===== config.mk =====
export PLATFORM = sky130hd
export DESIGN_NAME = branch_resolve
export DESIGN_NICKNAME = d
export VERILOG_FILES = /design/src/rtl/branch_resolve_pkg.sv /design/src/rtl/branch_cond.sv /design/src/rtl/branch_target.sv /design/src/rtl/branch_resolve.sv
export SDC_FILE = /design/constraint.sdc
export NUM_CORES = 1
export LEC_CHECK = 0
export BUFFER_PORTS_ARGS = -buffer_cell sky130_fd_sc_hd__buf_2
export CAP_MARGIN = 10
export CORE_ASPECT_RATIO = 2
export CORE_UTILIZATION = 55
export CTS_BUF_LIST = sky130_fd_sc_hd__clkbuf_2 sky130_fd_sc_hd__clkbuf_4 sky130_fd_sc_hd__clkbuf_8
export DETAILED_ROUTE_END_ITERATION = 8
export HOLD_SLACK_MARGIN = 0.12
export PLACE_DENSITY = 0.89
export SYNTH_ARGS = -nofsm -noshare
export SYNTH_HDL_FRONTEND = slang
export SYNTH_HIERARCHICAL = 1
export SYNTH_SLANG_ARGS = --single-unit

===== constraint.sdc =====
create_clock -name clk -period 0.85 [get_ports clk]
set_clock_uncertainty 0.1 [all_clocks]
set_input_delay 0.1275 -clock clk [delete_from_list [all_inputs] [get_ports clk]]
set_output_delay 0.1275 -clock clk [all_outputs]
set_load 0.05 [all_outputs]

===== src/rtl/branch_resolve_pkg.sv =====
package branch_resolve_pkg;

    typedef enum logic [3:0] {
        K_NONE     = 4'd0,
        K_EQ       = 4'd1,
        K_NE       = 4'd2,
        K_GEZ      = 4'd3,
        K_GTZ      = 4'd4,
        K_LEZ      = 4'd5,
        K_LTZ      = 4'd6,
        K_GEZ_LNK  = 4'd7,
        K_LTZ_LNK  = 4'd8,
        K_ALWAYS   = 4'd9,
        K_JUMP     = 4'd10,
        K_JUMP_LNK = 4'd11,
        K_REG      = 4'd12,
        K_REG_LNK  = 4'd13
    } xfer_kind_e;

    typedef struct packed {
        logic        taken;
        logic [31:0] next_pc;
        logic        link_en;
        logic [4:0]  link_idx;
        logic [31:0] link_val;
    } xfer_res_t;

endpackage


===== src/rtl/branch_cond.sv =====
module branch_cond
    import branch_resolve_pkg::*;
#(
    parameter int XLEN = 32
) (
    input  logic [3:0]      kind,
    input  logic [XLEN-1:0] op_a,
    input  logic [XLEN-1:0] op_b,
    output logic            is_cond,
    output logic            pass
);
    logic same;
    logic zero;
    logic neg;

    always_comb begin
        same    = (op_a == op_b);
        zero    = (op_a == '0);
        neg     = op_a[XLEN-1];
        is_cond = 1'b1;
        pass    = 1'b0;
        case (kind)
            K_EQ:                 pass = same;
            K_NE:                 pass = !same;
            K_GEZ, K_GEZ_LNK:     pass = !neg;
            K_GTZ:                pass = !neg && !zero;
            K_LEZ:                pass = neg || zero;
            K_LTZ, K_LTZ_LNK:     pass = neg;
            default:              is_cond = 1'b0;
        endcase
    end
endmodule


===== src/rtl/branch_target.sv =====
module branch_target #(
    parameter int XLEN  = 32,
    parameter int IMM_W = 16,
    parameter int IDX_W = 26
) (
    input  logic [XLEN-1:0]  pc,
    input  logic [XLEN-1:0]  op_a,
    input  logic [IMM_W-1:0] imm,
    input  logic [IDX_W-1:0] index,
    output logic [XLEN-1:0]  seq_pc,
    output logic [XLEN-1:0]  skip_pc,
    output logic [XLEN-1:0]  rel_pc,
    output logic [XLEN-1:0]  abs_pc,
    output logic [XLEN-1:0]  reg_pc
);
    localparam int OFF_W = IMM_W + 2;
    localparam int EXT_W = XLEN - OFF_W;
    localparam int RGN_W = XLEN - IDX_W - 2;

    logic [XLEN-1:0] disp;

    always_comb begin
        disp    = {{EXT_W{imm[IMM_W-1]}}, imm, 2'b00};
        seq_pc  = pc + XLEN'(4);
        skip_pc = pc + XLEN'(8);
        rel_pc  = seq_pc + disp;
        abs_pc  = {pc[XLEN-1 -: RGN_W], index, 2'b00};
        reg_pc  = op_a;
    end
endmodule


===== src/rtl/branch_resolve.sv =====
module branch_resolve
    import branch_resolve_pkg::*;
#(
    parameter int XLEN     = 32,
    parameter int IMM_W    = 16,
    parameter int IDX_W    = 26,
    parameter int RIDX_W   = 5,
    parameter int LINK_REG = 31
) (
    input  logic              clk,
    input  logic              rst_n,
    input  logic [XLEN-1:0]   pc,
    input  logic [XLEN-1:0]   op_a,
    input  logic [XLEN-1:0]   op_b,
    input  logic [IMM_W-1:0]  imm,
    input  logic [IDX_W-1:0]  index,
    input  logic [RIDX_W-1:0] dst,
    input  logic [3:0]        kind,
    output logic              taken,
    output logic [XLEN-1:0]   next_pc,
    output logic              link_en,
    output logic [RIDX_W-1:0] link_idx,
    output logic [XLEN-1:0]   link_val
);
    localparam int RGN_W = XLEN - IDX_W - 2;

    logic            is_cond;
    logic            pass;
    logic [XLEN-1:0] seq_pc, skip_pc, rel_pc, abs_pc, reg_pc;

    typedef struct packed {
        logic              taken;
        logic [XLEN-1:0]   next_pc;
        logic              link_en;
        logic [RIDX_W-1:0] link_idx;
        logic [XLEN-1:0]   link_val;
    } res_t;

    res_t res_d, res_q;

    branch_cond #(.XLEN(XLEN)) u_cond (
        .kind    (kind),
        .op_a    (op_a),
        .op_b    (op_b),
        .is_cond (is_cond),
        .pass    (pass)
    );

    branch_target #(.XLEN(XLEN), .IMM_W(IMM_W), .IDX_W(IDX_W)) u_tgt (
        .pc      (pc),
        .op_a    (op_a),
        .imm     (imm),
        .index   (index),
        .seq_pc  (seq_pc),
        .skip_pc (skip_pc),
        .rel_pc  (rel_pc),
        .abs_pc  (abs_pc),
        .reg_pc  (reg_pc)
    );

    always_comb begin
        res_d         = '0;
        res_d.next_pc = seq_pc;
        if (is_cond) begin
            res_d.taken   = pass;
            res_d.next_pc = pass ? rel_pc : skip_pc;
        end
        case (kind)
            K_ALWAYS: begin
                res_d.taken   = 1'b1;
                res_d.next_pc = rel_pc;
            end
            K_JUMP, K_JUMP_LNK: begin
                res_d.taken   = 1'b1;
                res_d.next_pc = abs_pc;
            end
            K_REG, K_REG_LNK: begin
                res_d.taken   = 1'b1;
                res_d.next_pc = reg_pc;
            end
            default: ;
        endcase
        case (kind)
            K_GEZ_LNK, K_LTZ_LNK, K_JUMP_LNK: begin
                res_d.link_en  = 1'b1;
                res_d.link_idx = RIDX_W'(LINK_REG);
                res_d.link_val = skip_pc;
            end
            K_REG_LNK: begin
                res_d.link_en  = 1'b1;
                res_d.link_idx = dst;
                res_d.link_val = skip_pc;
            end
            default: ;
        endcase
    end

    always_ff @(posedge clk or negedge rst_n) begin
        if (!rst_n) res_q <= '0;
        else        res_q <= res_d;
    end

    assign taken    = res_q.taken;
    assign next_pc  = res_q.next_pc;
    assign link_en  = res_q.link_en;
    assign link_idx = res_q.link_idx;
    assign link_val = res_q.link_val;

    p_link_return_r4: assert property (@(posedge clk) disable iff (!rst_n)
        ($past(rst_n) && link_en) |-> (link_val == $past(pc) + XLEN'(8)));

    p_link_fixed_reg_r5: assert property (@(posedge clk) disable iff (!rst_n)
        ($past(rst_n) && ($past(kind) == K_JUMP_LNK || $past(kind) == K_GEZ_LNK
                          || $past(kind) == K_LTZ_LNK))
        |-> (link_en && link_idx == RIDX_W'(LINK_REG)));

    p_region_kept_r5: assert property (@(posedge clk) disable iff (!rst_n)
        ($past(rst_n) && ($past(kind) == K_JUMP || $past(kind) == K_JUMP_LNK))
        |-> (taken && next_pc[XLEN-1 -: RGN_W] == $past(pc[XLEN-1 -: RGN_W])
             && next_pc[1:0] == 2'b00));

    p_reg_target_r6: assert property (@(posedge clk) disable iff (!rst_n)
        ($past(rst_n) && ($past(kind) == K_REG || $past(kind) == K_REG_LNK))
        |-> (taken && next_pc == $past(op_a)));

    p_skip_slot_r7: assert property (@(posedge clk) disable iff (!rst_n)
        ($past(rst_n) && $past(kind) >= 4'd1 && $past(kind) <= 4'd8 && !taken)
        |-> (next_pc == $past(pc) + XLEN'(8)));

    p_quiet_kind_r10: assert property (@(posedge clk) disable iff (!rst_n)
        ($past(rst_n) && ($past(kind) == 4'd0 || $past(kind) >= 4'd14))
        |-> (!taken && !link_en && link_val == '0));

    p_reset_clear_r1: assert property (@(posedge clk)
        !rst_n |-> (!taken && !link_en && next_pc == '0));
endmodule


==> metrics.txt, run 1 <==
placed cell area=approximately 0.011 mm²; Clock Sinks=between 70 and 80; Failed at=4_1_cts; Die Y=approximately 170 µm; IO Count=220; commonest cells in the netlist=77 x nand2_1, 73 x buf_4, 71 x dfrtp_1; Hold Buf Count CTS=5; post-synthesis sequential area ratio=22.7%; Post-synth EDFFs=0; Post-CTS Setup Bufs=90; synthesized flop and latch total=71; mux share of post-synthesis cell area=~5.7%; Cells after Synth=903; Starting Density=56.2%; CTS max path bufs=2; Post-synth top flop=dfrtp_1; largest family of logic cells by synthesized area=simple AND/OR/NAND/NOR gates; Synth Area per Inst=~8.7 µm²; share of the synthesized area in the top cell type=between 20 and 25%; post-CTS sizing=between 300 and 400; Synth async-reset ratio=between 90% and 100%; IO buf count=~220; Num CTS Buffers=9; Setup WS pre-CTS=-3.12 ns; synth warn=6; count of different cell masters after synthesis=79; simple-gate area share of the yosys netlist=23.5%; synth top area cells=dfrtp_1 23%, xor2_1 7.6%, buf_4 7.0%, ha_1 5.6%, xnor2_1 5.3%; Die Wd=86.3 µm; Yosys top cell by area=dfrtp_1; Post-Syn Area=0.00781 mm²; XOR/XNOR share of the synthesized area=roughly an eighth; status=did not finish; # H-tree levels=3; GP Congestion=around 1.1; root buf cell=clkbuf_8; dpl cells=around 1500; most numerous cell in the Yosys netlist=nand2_1; first error=[ERROR DPL-0033] detailed placement checks failed during check placement.; cell row count=61; Synth Area in Compound Gates=between 10% and 20%; dpl hpwl=about 27000 µm; Post-Synth Adder-Cell Area=5.86%
[stage by stage]
step                      setup TNS, ns  hold WS [ns]
after global placement          -118.62        0.0341
after floorplan                  -80.47        -0.268
after detailed placement        -127.69        0.0501
[kinds of logic after synthesis]
kind of cell,after synthesis
simple gates,306
compound gates,187
buf+inv,145
xor+xnor,116
flops,71
mux,41
fa+ha+maj,36
other cells,1
==> inputs of run 2 (changes only) <==
--- a/config.mk
+++ b/config.mk
@@ -7,12 +7,9 @@
 export LEC_CHECK = 0
 export BUFFER_PORTS_ARGS = -buffer_cell sky130_fd_sc_hd__buf_2
 export CAP_MARGIN = 10
-export CORE_ASPECT_RATIO = 2
-export CORE_UTILIZATION = 55
-export CTS_BUF_LIST = sky130_fd_sc_hd__clkbuf_2 sky130_fd_sc_hd__clkbuf_4 sky130_fd_sc_hd__clkbuf_8
+export CORE_UTILIZATION = 40
 export DETAILED_ROUTE_END_ITERATION = 8
-export HOLD_SLACK_MARGIN = 0.12
-export PLACE_DENSITY = 0.89
+export PLACE_DENSITY_LB_ADDON = 0.15
 export SYNTH_ARGS = -nofsm -noshare
 export SYNTH_HDL_FRONTEND = slang
 export SYNTH_HIERARCHICAL = 1
==> run 2 against run 1 <==
- the flow now finishes, with violations (negative hold slack, negative setup slack)
- synthesized cell count did not move
- synthesized area did not move
==> metrics.txt, run 2 <==
cell row count=50 (was 61); GRT Util Overall=a little over a third; Layout area overhead=89.1%; # nets final=around 1600; fin. max-slew vios=0; hold_ws=-0.0491 ns; DR vias=9193; RSZ-0062 raised after global routing=yes; most frequent cells in the layout=312 x buf_4, 129 x buf_2, 128 x buf_6, 71 x dfrtp_1, 58 x nand2_1; Clock Sinks=71 (unchanged); Die Wd=142 µm (was 86.3 µm); Setup WS pre-CTS=-2.96 ns (was -3.12 ns); share of layout cells above drive strength 1=65.1%; WL per Instance=between 20 and 25 µm; Int Power=10.8 mW; TritonCTS clock tree=done; dpl cells=1553 (was 1451); global-route wire length before repair=51900 µm; failing checks=negative hold slack, negative setup slack; DR vias/cell=between 5 and 6; largest net degree at the start of global routing=37; Cell Pwr Density=1220 mW/mm²; placed cell area=0.0114 mm² (was 0.0111 mm²); Fillers=1218; Post-Syn Area=0.00781 mm² (unchanged); final hold vios=4; crit path DAT=3.67 ns; commonest cells in the netlist=77 x nand2_1, 73 x buf_4, 71 x dfrtp_1 (unchanged); Cells after Synth=903 (unchanged); most numerous cell in the Yosys netlist=nand2_1 (unchanged); IO buf count=219 (unchanged); post-route ant nets=0; post-layout min period=3.53 ns; drt drc=0; Sw Pwr=between 7 and 8 mW; Post-synth EDFFs=0 (unchanged); Yosys top cell by area=dfrtp_1 (unchanged); Worst Setup SP=pc[4]; count of different cell masters after synthesis=79 (unchanged); core area=~0.019 mm²; WL final=36900 µm; startpoint types=input port; Synth Area in Compound Gates=17.7% (unchanged); Post-Layout Cell Count=between 1500 and 2000; Sequential Area=~0.0018 mm²; post-synthesis sequential area ratio=22.7% (unchanged); n_diodes=0; max cap viols=0; final instance area=roughly 0.015 mm²; clock share of power=approximately a fifth; Final WS setup=-2.68 ns; Num CTS Buffers=9 (unchanged); synth top area cells=dfrtp_1 23%, xor2_1 7.6%, buf_4 7.0%, ha_1 5.6%, xnor2_1 5.3% (unchanged); status=complete, but fails checks (was did not finish); # H-tree levels=3 (unchanged); Hold Buf Count CTS=4 (was 5); die area=roughly 0.020 mm²; Synth async-reset ratio=100% (unchanged); Starting Density=41.4% (was 56.2%); XOR/XNOR share of the synthesized area=13.1% (unchanged); Seq pwr share=about 22%; simple-gate area share of the yosys netlist=23.5% (unchanged); Post-Synth Adder-Cell Area=5.86% (unchanged); root buf cell=clkbuf_16 (was clkbuf_8); mux share of post-synthesis cell area=5.70% (unchanged); Critical Path End Type=flop; Hold Crit Class=in -> reg; initial antenna violation count=0; path type of the worst setup path=in -> reg; total power=~18 mW; Crit Path Max Fanout=4; area of the multi-input gates=between 0.007 and 0.008 mm²; fin crit share=415%; CTS max path bufs=2 (unchanged); vias in the first global route=approximately 9100; total iterations of the first detailed-routing run=4; GRT overflow=0; commonest non-fill, non-tap cell in the layout=buf_4; critical path required time=just under 1 ns; VDD IR max=between 1 and 1.5 mV; synthesized flop and latch total=71 (unchanged); fmax=~0.28 GHz; synth warn=6 (unchanged); dpl hpwl=25000 µm (was 26900 µm); share of the synthesized area in the top cell type=22.7% (unchanged); IO Count=220 (unchanged); Initial DRC Count=630; Post-synth top flop=dfrtp_1 (unchanged); GP Congestion=0.976 (was 1.14); CTS clock-pin slew for the worst setup and hold paths=roughly 0.070 ns; endpoints failing setup=approximately 140; Sw Share=40.2%; setup TNS=-110.93 ns; static leakage power=6.82 nW; largest family of logic cells by synthesized area=simple AND/OR/NAND/NOR gates (unchanged); Gate power share=between 50% and 60%; Critical Path Sink=next_pc[27]; Synth Area per Inst=8.65 µm² (unchanged); Die Y=142 µm (was 171 µm)
## run 2: cell counts after synthesis
No cell type changed its count.
## run 2: area by class of cell
class / instances / share of cell area (%)
multi-input combinational: 688 / 47.4
timing repair buffer: 618 / 36.2
sequential: 71 / 12.0
tap: 260 / 2.20
clock buffer: 9 / 1.52
clock inverter: 7 / 0.330
inverter: 12 / 0.305
## run 2: power by group through the flow
| stage | clock, mW | sequential [mW] | combinational, mW |
|---|---|---|---|
| 6_report | 3.73 | 3.90 | 10.4 |
| 2_1_floorplan | 0 | 5.08 | 3.47 |
| 3_3_place_gp | 0 | 3.87 | 7.81 |
| 4_1_cts | 3.74 | 3.90 | 9.45 |
| 3_5_place_dp | 0 | 3.86 | 7.84 |
| 5_1_grt | 3.87 | 3.93 | 10.8 |
## run 2: per-stage QoR
stage	hold slack, ns	utilization, %
finish	-0.0491	78.2
global route	-0.0341	78.2
CTS	-0.0552	73.6
detailed placement	-0.167	60.4
global placement	-0.167	60.4
floorplan	-0.268	-
## run 2: logic make-up (layout without fill, tap and decap cells)
group / after synthesis / count (layout)
xor gates and xnor gates: 116 / 116
and+or+nand+nor: 306 / 306
muxes: 41 / 41
other: 1 / 2
DFF: 71 / 71
AOI/OAI and AO/OA: 187 / 187
adders and majority gates: 36 / 36
buffers and inverters: 145 / 646
## run 2: worst min-delay path by stage
stage / start / endpoint / slack (ns) / cells past startpoint
finish: dst[0] / link_idx[0] / -0.05 / 3
global route: dst[0] / link_idx[0] / -0.03 / 3
CTS: dst[1] / link_idx[1] / -0.06 / 3
detailed placement: rst_n / link_val[24] / -0.17 / 1
global placement: rst_n / link_val[24] / -0.17 / 1
floorplan: rst_n / link_en / -0.27 / 0
## run 2: critical path: stages
cell,delay [ns]
buf_8,0.08
and4_4,0.24
and3_4,0.22
nand2_4,0.06
nor2_4,0.15
nand3_4,0.15
nor2_4,0.16
xor2_2,0.24
ha_4,0.26
a21o_1,0.20
a31oi_4,0.23
nor2_4,0.05
a211oi_2,0.27
o221a_2,0.30
nor4bb_1,0.07
a211o_1,0.25
mux2_4,0.27
a221oi_2,0.24
a31oi_1,0.08
## run 2: per-layer routing
layer	routed length (µm)	global-route usage [%]
met1	15000	44.7
met2	17700	57.7
met4	1770	14.5
met5	0	0
met3	2420	5.64
## run 2: timing repair
action,in CTS,in global routing
setup buffers,47,44
gates cloned,8,0
gates resized for setup,370,107
setup endpoints to repair,142,142
pin swaps,87,98
endpoints found under the hold margin,79,4
(Power assumes the default switching activity.)
